--- src/rtl/byte_xcvr_pkg.sv ---
package byte_xcvr_pkg;
  // Control set for one direction of one byte (all active low).
  typedef struct packed {
    logic sel_n;
    logic load_n;
    logic drv_n;
  } dir_ctl_t;
endpackage

--- src/rtl/xcvr_path.sv ---
module xcvr_path
  import byte_xcvr_pkg::*;
#(
  parameter int W = 8
) (
  input  logic         clk,
  input  logic         rst,
  input  dir_ctl_t     ctl,
  input  logic [W-1:0] din,
  output logic [W-1:0] q,
  output logic         drive
);
  logic follow;
  logic enable_out;

  assign follow     = !ctl.sel_n && !ctl.load_n;
  assign enable_out = !ctl.sel_n && !ctl.drv_n;

  always_ff @(posedge clk) begin
    if (rst) begin
      q     <= '0;
      drive <= 1'b0;
    end else begin
      if (follow) q <= din;
      drive <= enable_out;
    end
  end
endmodule

--- src/rtl/xcvr_slice.sv ---
module xcvr_slice
  import byte_xcvr_pkg::*;
#(
  parameter int W = 8
) (
  input  logic         clk,
  input  logic         rst,
  input  dir_ctl_t     fwd_ctl,
  input  dir_ctl_t     rev_ctl,
  input  logic [W-1:0] a_d,
  input  logic [W-1:0] b_d,
  output logic [W-1:0] fwd_q,
  output logic [W-1:0] rev_q,
  output logic         fwd_drv,
  output logic         rev_drv,
  output logic         clash
);
  logic both_on;

  xcvr_path #(.W(W)) u_fwd (
    .clk(clk), .rst(rst), .ctl(fwd_ctl), .din(a_d), .q(fwd_q), .drive(fwd_drv)
  );

  xcvr_path #(.W(W)) u_rev (
    .clk(clk), .rst(rst), .ctl(rev_ctl), .din(b_d), .q(rev_q), .drive(rev_drv)
  );

  assign both_on = (!fwd_ctl.sel_n && !fwd_ctl.drv_n) &&
                   (!rev_ctl.sel_n && !rev_ctl.drv_n);

  always_ff @(posedge clk) begin
    if (rst) clash <= 1'b0;
    else     clash <= both_on;
  end
endmodule

--- src/rtl/byte_xcvr.sv ---
module byte_xcvr
  import byte_xcvr_pkg::*;
#(
  parameter int BYTE_W    = 8,
  parameter int NUM_BYTES = 2,
  localparam int DW       = BYTE_W * NUM_BYTES
) (
  input  logic                 clk,
  input  logic                 rst,
  input  logic [DW-1:0]        a_in,
  input  logic [DW-1:0]        b_in,
  input  logic [NUM_BYTES-1:0] a2b_sel_n,
  input  logic [NUM_BYTES-1:0] a2b_load_n,
  input  logic [NUM_BYTES-1:0] a2b_drv_n,
  input  logic [NUM_BYTES-1:0] b2a_sel_n,
  input  logic [NUM_BYTES-1:0] b2a_load_n,
  input  logic [NUM_BYTES-1:0] b2a_drv_n,
  output logic [DW-1:0]        a_out,
  output logic [DW-1:0]        a_oe,
  output logic [DW-1:0]        b_out,
  output logic [DW-1:0]        b_oe,
  output logic [NUM_BYTES-1:0] clash
);
  for (genvar i = 0; i < NUM_BYTES; i++) begin : g_byte
    dir_ctl_t fwd_ctl, rev_ctl;
    logic     fwd_drv, rev_drv;
    logic [BYTE_W-1:0] fwd_q, rev_q;

    assign fwd_ctl = '{sel_n: a2b_sel_n[i], load_n: a2b_load_n[i], drv_n: a2b_drv_n[i]};
    assign rev_ctl = '{sel_n: b2a_sel_n[i], load_n: b2a_load_n[i], drv_n: b2a_drv_n[i]};

    xcvr_slice #(.W(BYTE_W)) u_slice (
      .clk(clk), .rst(rst),
      .fwd_ctl(fwd_ctl), .rev_ctl(rev_ctl),
      .a_d(a_in[i*BYTE_W +: BYTE_W]), .b_d(b_in[i*BYTE_W +: BYTE_W]),
      .fwd_q(fwd_q), .rev_q(rev_q),
      .fwd_drv(fwd_drv), .rev_drv(rev_drv),
      .clash(clash[i])
    );

    assign b_out[i*BYTE_W +: BYTE_W] = fwd_q;
    assign a_out[i*BYTE_W +: BYTE_W] = rev_q;
    assign b_oe[i*BYTE_W +: BYTE_W]  = {BYTE_W{fwd_drv}};
    assign a_oe[i*BYTE_W +: BYTE_W]  = {BYTE_W{rev_drv}};
  end
endmodule

--- config.mk ---
export PLATFORM = sky130hd
export DESIGN_NAME = byte_xcvr
export DESIGN_NICKNAME = d
export VERILOG_FILES = /design/src/rtl/byte_xcvr_pkg.sv /design/src/rtl/xcvr_path.sv /design/src/rtl/xcvr_slice.sv /design/src/rtl/byte_xcvr.sv
export SDC_FILE = /design/constraint.sdc
export NUM_CORES = 1
export LEC_CHECK = 0
export BUFFER_PORTS_ARGS = -buffer_cell sky130_fd_sc_hd__buf_2
export CORE_AREA = 2 2 68 70
export DETAILED_ROUTE_END_ITERATION = 7
export DIE_AREA = 0 0 70 72
export GPL_ROUTABILITY_DRIVEN = 0
export HOLD_SLACK_MARGIN = 0.03
export PLACE_DENSITY_LB_ADDON = 0.12
export REMOVE_ABC_BUFFERS = 1
export SLEW_MARGIN = 20
export SYNTH_ARGS = -nofsm -noshare
export SYNTH_HDL_FRONTEND = slang
export SYNTH_SLANG_ARGS = --single-unit
--- constraint.sdc ---
create_clock -name clk -period 0.9 [get_ports clk]
set_input_delay 0.045 -clock clk [delete_from_list [all_inputs] [get_ports clk]]
set_output_delay 0.045 -clock clk [all_outputs]
set_load 0.01 [all_outputs]
==> reports/results.txt, run 1 <==
RSZ-0062 raised after global routing = false
Setup bufs post-CTS = 0
CTS root buf = clkbuf_8
First-pass GRT wire length = 6.06 mm
Worst Path Required = 850 ps
Crit path capture type = output port
Cell area after synthesis = 1740 um2
Pwr Density = 1540 nW/um2
Final HPWL DP = 2.68 mm
Largest net degree at the start of global routing = 18
Async set-reset flop share out of synthesis = 0%
Reg2reg end = g_byte[1].u_slice.u_rev.q[0]
Worst Hold Path Cells = 2
WL final = 3.78 mm
CTS clk-pin slew, worst paths = 70 ps
CP Max Fanout = 8
Worst-Margin Slew = 244 ps
Top-count cell post-synth = dfxtp_1
H-tree depth = 2
Final #Nets = 313
Top cells by area, synth = dfxtp_1, buf_4, or3b_2, a21oi_1, o21ai_0
Min Tclk post-route = 847 ps
FP Rows = 24
WP depth = 1
Syn Area/Cell = 9.33 um2
Skew-Pair Late Insertion Delay = 280 ps
Top post-synthesis cells by count = dfxtp_1, buf_4, a21oi_1, o21ai_0, or3b_2
Fmax = 1180 MHz
Antenna violations before repair = 0
Detailed-route DRC error count = 0
Max clock buf depth = 2
Post-layout util = 51.4%
WL/cell = 11.9 um
DP Cell Count = 308
Reg2Reg Setup Slack = 260 ps
Crit path cell chain = buf_2
Die Width = 70 um
Drt initial violations = 90
Top Ports = 112
Synth cell types = 13
Setup Crit Path Kind = reg -> out
IO Port Bufs = 111
CP max stage delay = 380 ps
Family with the most delay on the worst path = flip-flops
Slew headroom = 83.7%
Vias per std cell = 4.79
Clock tree from TritonCTS = built
Crit share post-route = 94.2%
Status = finished clean
Final worst slack = 52.5 ps
Share of post-route cells with drive strength above 1 = 56.9%
Seq cells post-synth = 38
Synth area leader = dfxtp_1
Max Cap Viol = 0
Vias = 1,528
Vias in the first global route = 1,341
Non-filler cells, final = 319
P_leak = 1.06 nW
Hold Vio Cnt, Final = 0
CTS Buf Count = 5
All-Layer GR Usage = 14.7%
Hold Path End = g_byte[0].u_slice.u_fwd.q[5]
Worst hold path class = in -> reg
Worst slack at placement = -22.9 ps
Yosys warning count = 0
CP max stage cell = dfxtp_2
Max-slew violations = 0
EDFF count, synth = 0
Top FF cell, synth = dfxtp_1
Critical path data arrival time = 800 ps
Final Skew = 0 ps
Starting Density = 40.7%
Startpoint Class = flip-flop
Synth top area share = 43.8%
Die Height = 72 um
GR Overflow Total = 0
Post-Syn Instances = 186
Final ANT Viol Nets = 0
Setup-failing EPs final = 0
Ant diodes = 0
RR Startpoint = g_byte[1].u_slice.u_rev.q[0]
HP Start = rst
Layout area overhead = 26.2%
Core area = 4260 um2
Reg2reg path depth = 2
CTS sink count = 38
Peak VDD IR = 0.624 mV
Sequential share of the synthesized area = 43.8%
1st-pass router iterations = 4
Die area = 5040 um2
Buf/Inv on CP = 1
[registers in the layout, indices dropped and copies added (netlist names)]
name / flops
g_byte.u_slice.clash: 2
g_byte.u_slice.u_fwd.q: 16
g_byte.u_slice.u_rev.drive: 2
g_byte.u_slice.u_fwd.drive: 2
g_byte.u_slice.u_rev.q: 16
[routing by layer]
layer	track usage, %	vias up	wire length, um	part of all wire [%]
met2	25.0	66	1780	47
met1	17.4	676	1630	43
li1	-	782	-	-
met4	4.49	0	30	0.79
met3	5.69	4	342	9.0
met5	0	-	0	0
[worst max-delay path by stage]
stage                                   endpoint                     startpoint  slack, ps
floorplan                                a_oe[0]  g_byte[0].u_slice.u_rev.drive         70
global placement    g_byte[1].u_slice.u_rev.q[2]                  b2a_load_n[1]          5
detailed placement  g_byte[1].u_slice.u_rev.q[0]                  b2a_load_n[1]        -20
CTS                      g_byte[0].u_slice.clash                   b2a_drv_n[0]         20
global route                            b_oe[12]  g_byte[1].u_slice.u_fwd.drive          1
finish                                  a_oe[11]  g_byte[1].u_slice.u_rev.drive         50
[cells in the final DEF (no fill, tap or decap), drive strengths merged]
cell type	instances
buf	116
dfxtp	38
o21ai	32
a21oi	32
or3b	32
clkbuf	7
dlygate4sd3	4
nor3	4
nor3b	2
[cell type report]
| class | instances | area (um2) |
|---|---|---|
| Clock buffer | 7 | 76.3 |
| Fill cell | 422 | 2070 |
| Multi-Input combinational cell | 102 | 651 |
| Sequential cell | 38 | 766 |
| Tap cell | 52 | 65.1 |
| Timing Repair Buffer | 120 | 633 |
[where the power goes]
part	switching, mW	internal, mW	total (mW)
clock	0.538	0.533	1.07
combinational	0.260	0.256	0.516
sequential	0.0365	1.76	1.79
[kinds of logic after synthesis]
family / count (synthesis) / synth area share (%)
DFF: 38 / 43.8
buffers and inverters: 46 / 19.2
and+or+nand+nor: 38 / 18.5
AOI/OAI and AO/OA: 64 / 18.5
[stage by stage]
step                      instance area, um2  setup TNS, ps  hold WS [ps]  power, mW
after floorplan                         1400              0           114       2.01
after global placement                  2060              0           221       2.33
after detailed placement                2060          -27.3           218       2.33
after CTS                               2180              0          45.7       3.44
after global routing                    2190              0          69.9       3.58
final                                   2190              0          63.1       3.38
[timing repair]
action / 4_1_cts / 5_1_grt
hold buffers: 4 / 0
endpoints found under the setup margin: 32 / 2
resized for setup: 4 / 2
hold endpoints to repair: 6 / 0
Power figures use the tool's default switching activity.
==> run 2, diff against run 1 <==
- CORE_AREA: 2 2 68 70 -> 2 2 67 69
- CTS_BUF_LIST: not set -> sky130_fd_sc_hd__clkbuf_8
- DIE_AREA: 0 0 70 72 -> 0 0 69 71
- RECOVER_POWER: not set -> 25
- SETUP_SLACK_MARGIN: not set -> 0.15
==> run 2 against run 1 <==
Compared with the run above: the run now ends with negative hold slack left; critical path depth is the same; critical endpoint is now b_oe[1]; sequential power about the same; largest cell class is now buffers; largest power group unchanged; count of clock-buffer cells in the layout down 2; wire length up 0.50%; cell count is 0.31% lower.
==> reports/results.txt, run 2 (synthesized netlist as in run 1, its figures left out) <==
Status = complete, but fails checks
Violated checks = negative hold slack
Hold Path End = g_byte[0].u_slice.u_rev.drive
Ant diodes = 0
CTS clk-pin slew, worst paths = 70 ps
Slew headroom = 62.9%
Fmax = 1210 MHz
Commonest non-fill, non-tap cell in the layout = buf_2
WL final = 3.80 mm
Final HPWL DP = 2.66 mm
Peak VDD IR = 0.823 mV
Top Ports = 112
Largest net degree at the start of global routing = 19
First-pass GRT wire length = 6.05 mm
Final Skew = 0 ps
Crit path capture type = output port
Worst Hold Path Cells = 2
IO Port Bufs = 111
PnR Total Power = 3.43 mW
Drt initial violations = 42
Final #Nets = 312
Worst-Margin Slew = 557 ps
Layout area overhead = 40.2%
CP max stage delay = 380 ps
CTS root buf = clkbuf_8
Internal power = 2.60 mW
Core area = 4200 um2
FILL cells = 411
Die Height = 71 um
Hold buffers post-CTS = 2
Crit path cell chain = buf_2
Max-slew violations = 0
Commonest non-fill, non-tap cells in the layout = buf_2, buf_6, o21ai_0, a21oi_1, dfxtp_2
Vias in the first global route = 1,327
Final worst slack = 71.6 ps
H-tree depth = 2
Starting Density = 41.3%
Sequential power share = 52.9%
CP Max Fanout = 8
Setup-failing EPs final = 0
Antenna violations before repair = 0
Clk pwr share = 30.2%
Detailed-route DRC error count = 0
WL/cell = 12.0 um
CP max stage cell = dfxtp_4
Hold Vio Cnt, Final = 1
Clock tree from TritonCTS = built
Startpoint Class = flip-flop
Crit share post-route = 92.0%
Final ANT Viol Nets = 0
Min Tclk post-route = 828 ps
Reg2reg end = g_byte[1].u_slice.u_fwd.q[6]
Worst slack at placement = -18.8 ps
Max clock buf depth = 2
Setup Crit Path Kind = reg -> out
GR Overflow Total = 0
Reg2Reg Setup Slack = 250 ps
Hold WS = -74.2 ps
Family with the most delay on the worst path = flip-flops
Top flop regs = g_byte.u_slice.u_fwd.q x16, g_byte.u_slice.u_rev.q x16
CTS Buf Count = 5
Reg2reg path depth = 2
Share of post-route cells with drive strength above 1 = 67.3%
DP Cell Count = 309
Die area = 4900 um2
All-Layer GR Usage = 14.9%
Setup bufs post-CTS = 0
1st-pass router iterations = 4
Buf/Inv on CP = 1
Combinational power share = 16.9%
Sw frac = 24.3%
Vias = 1,495
CTS sink count = 38
Skew-Pair Late Insertion Delay = 270 ps
RSZ-0062 raised after global routing = true
HP Start = b2a_drv_n[0]
Vias per std cell = 4.70
Critical path data arrival time = 780 ps
Setup TNS = 0 ps
Worst hold path class = in -> reg
P_leak = 1.10 nW
Sw Pwr = 0.835 mW
FP Rows = 24
Max Cap Viol = 0
Worst Path Required = 850 ps
RR Startpoint = g_byte[1].u_slice.u_fwd.q[6]
Non-filler cells, final = 318
Die Width = 69 um
Pwr Density = 1410 nW/um2
[run 2: cell types whose count changed in the layout (fill, tap and decap cells not counted), moves of 2 or more]
cell,change
buf_2,-40
buf_4,-2
buf_6,+37
clkbuf_2,+4
dfxtp_1,-31
dfxtp_2,+27
dfxtp_4,+4
dlygate4sd3_1,-2
inv_1,+2
nor3_1,+2
nor3_2,-2
[run 2: what timing repair did]
item,4_1_cts,5_1_grt
endpoints found under the hold margin,5,1
resized for setup,66,12
endpoints found under the setup margin,66,66
[run 2: power groups by stage]
stage / clock network, mW / logic, mW / registers [mW]
2_1_floorplan: 0 / 0.115 / 1.90
3_3_place_gp: 0 / 0.504 / 1.83
3_5_place_dp: 0 / 0.506 / 1.83
4_1_cts: 1.09 / 0.580 / 1.81
5_1_grt: 1.16 / 0.636 / 1.83
6_report: 1.03 / 0.582 / 1.82
[run 2: metrics by stage]
step	utilization [%]	hold slack (ps)	area [um2]
floorplan	-	114	1400
global placement	49.2	218	2070
detailed placement	49.2	225	2070
CTS	57.1	-83.3	2400
global route	57.9	-77.7	2430
finish	57.9	-74.2	2430
[run 2: final cells by class]
type,count,area (um2),share of cell area (%)
clock buffers,5,68.8,2.83
clock inverters,2,7.51,0.308
multi-input cells,102,636,26.1
flip-flops and latches,38,815,33.5
well taps,52,65.1,2.67
repair buffers,119,842,34.6
[run 2: worst max path at each step]
stage                                  startpoint  cells past startpoint                            to  slack, ps
floorplan           g_byte[0].u_slice.u_rev.drive                      0                       a_oe[0]         70
global placement                    a2b_load_n[1]                      3  g_byte[1].u_slice.u_fwd.q[3]          7
detailed placement                  a2b_load_n[1]                      3  g_byte[1].u_slice.u_fwd.q[6]        -20
CTS                 g_byte[0].u_slice.u_rev.drive                      1                       a_oe[7]         60
global route        g_byte[1].u_slice.u_rev.drive                      1                      a_oe[14]         20
finish              g_byte[0].u_slice.u_fwd.drive                      1                       b_oe[1]         70
[run 2: layer usage]
metal	vias to the layer above	track usage [%]	part of all wire (%)
met5	-	0	0
met4	0	3.92	0.37
met3	2	4.56	5.7
met2	55	26.0	51
met1	658	17.9	43
li1	780	-	-
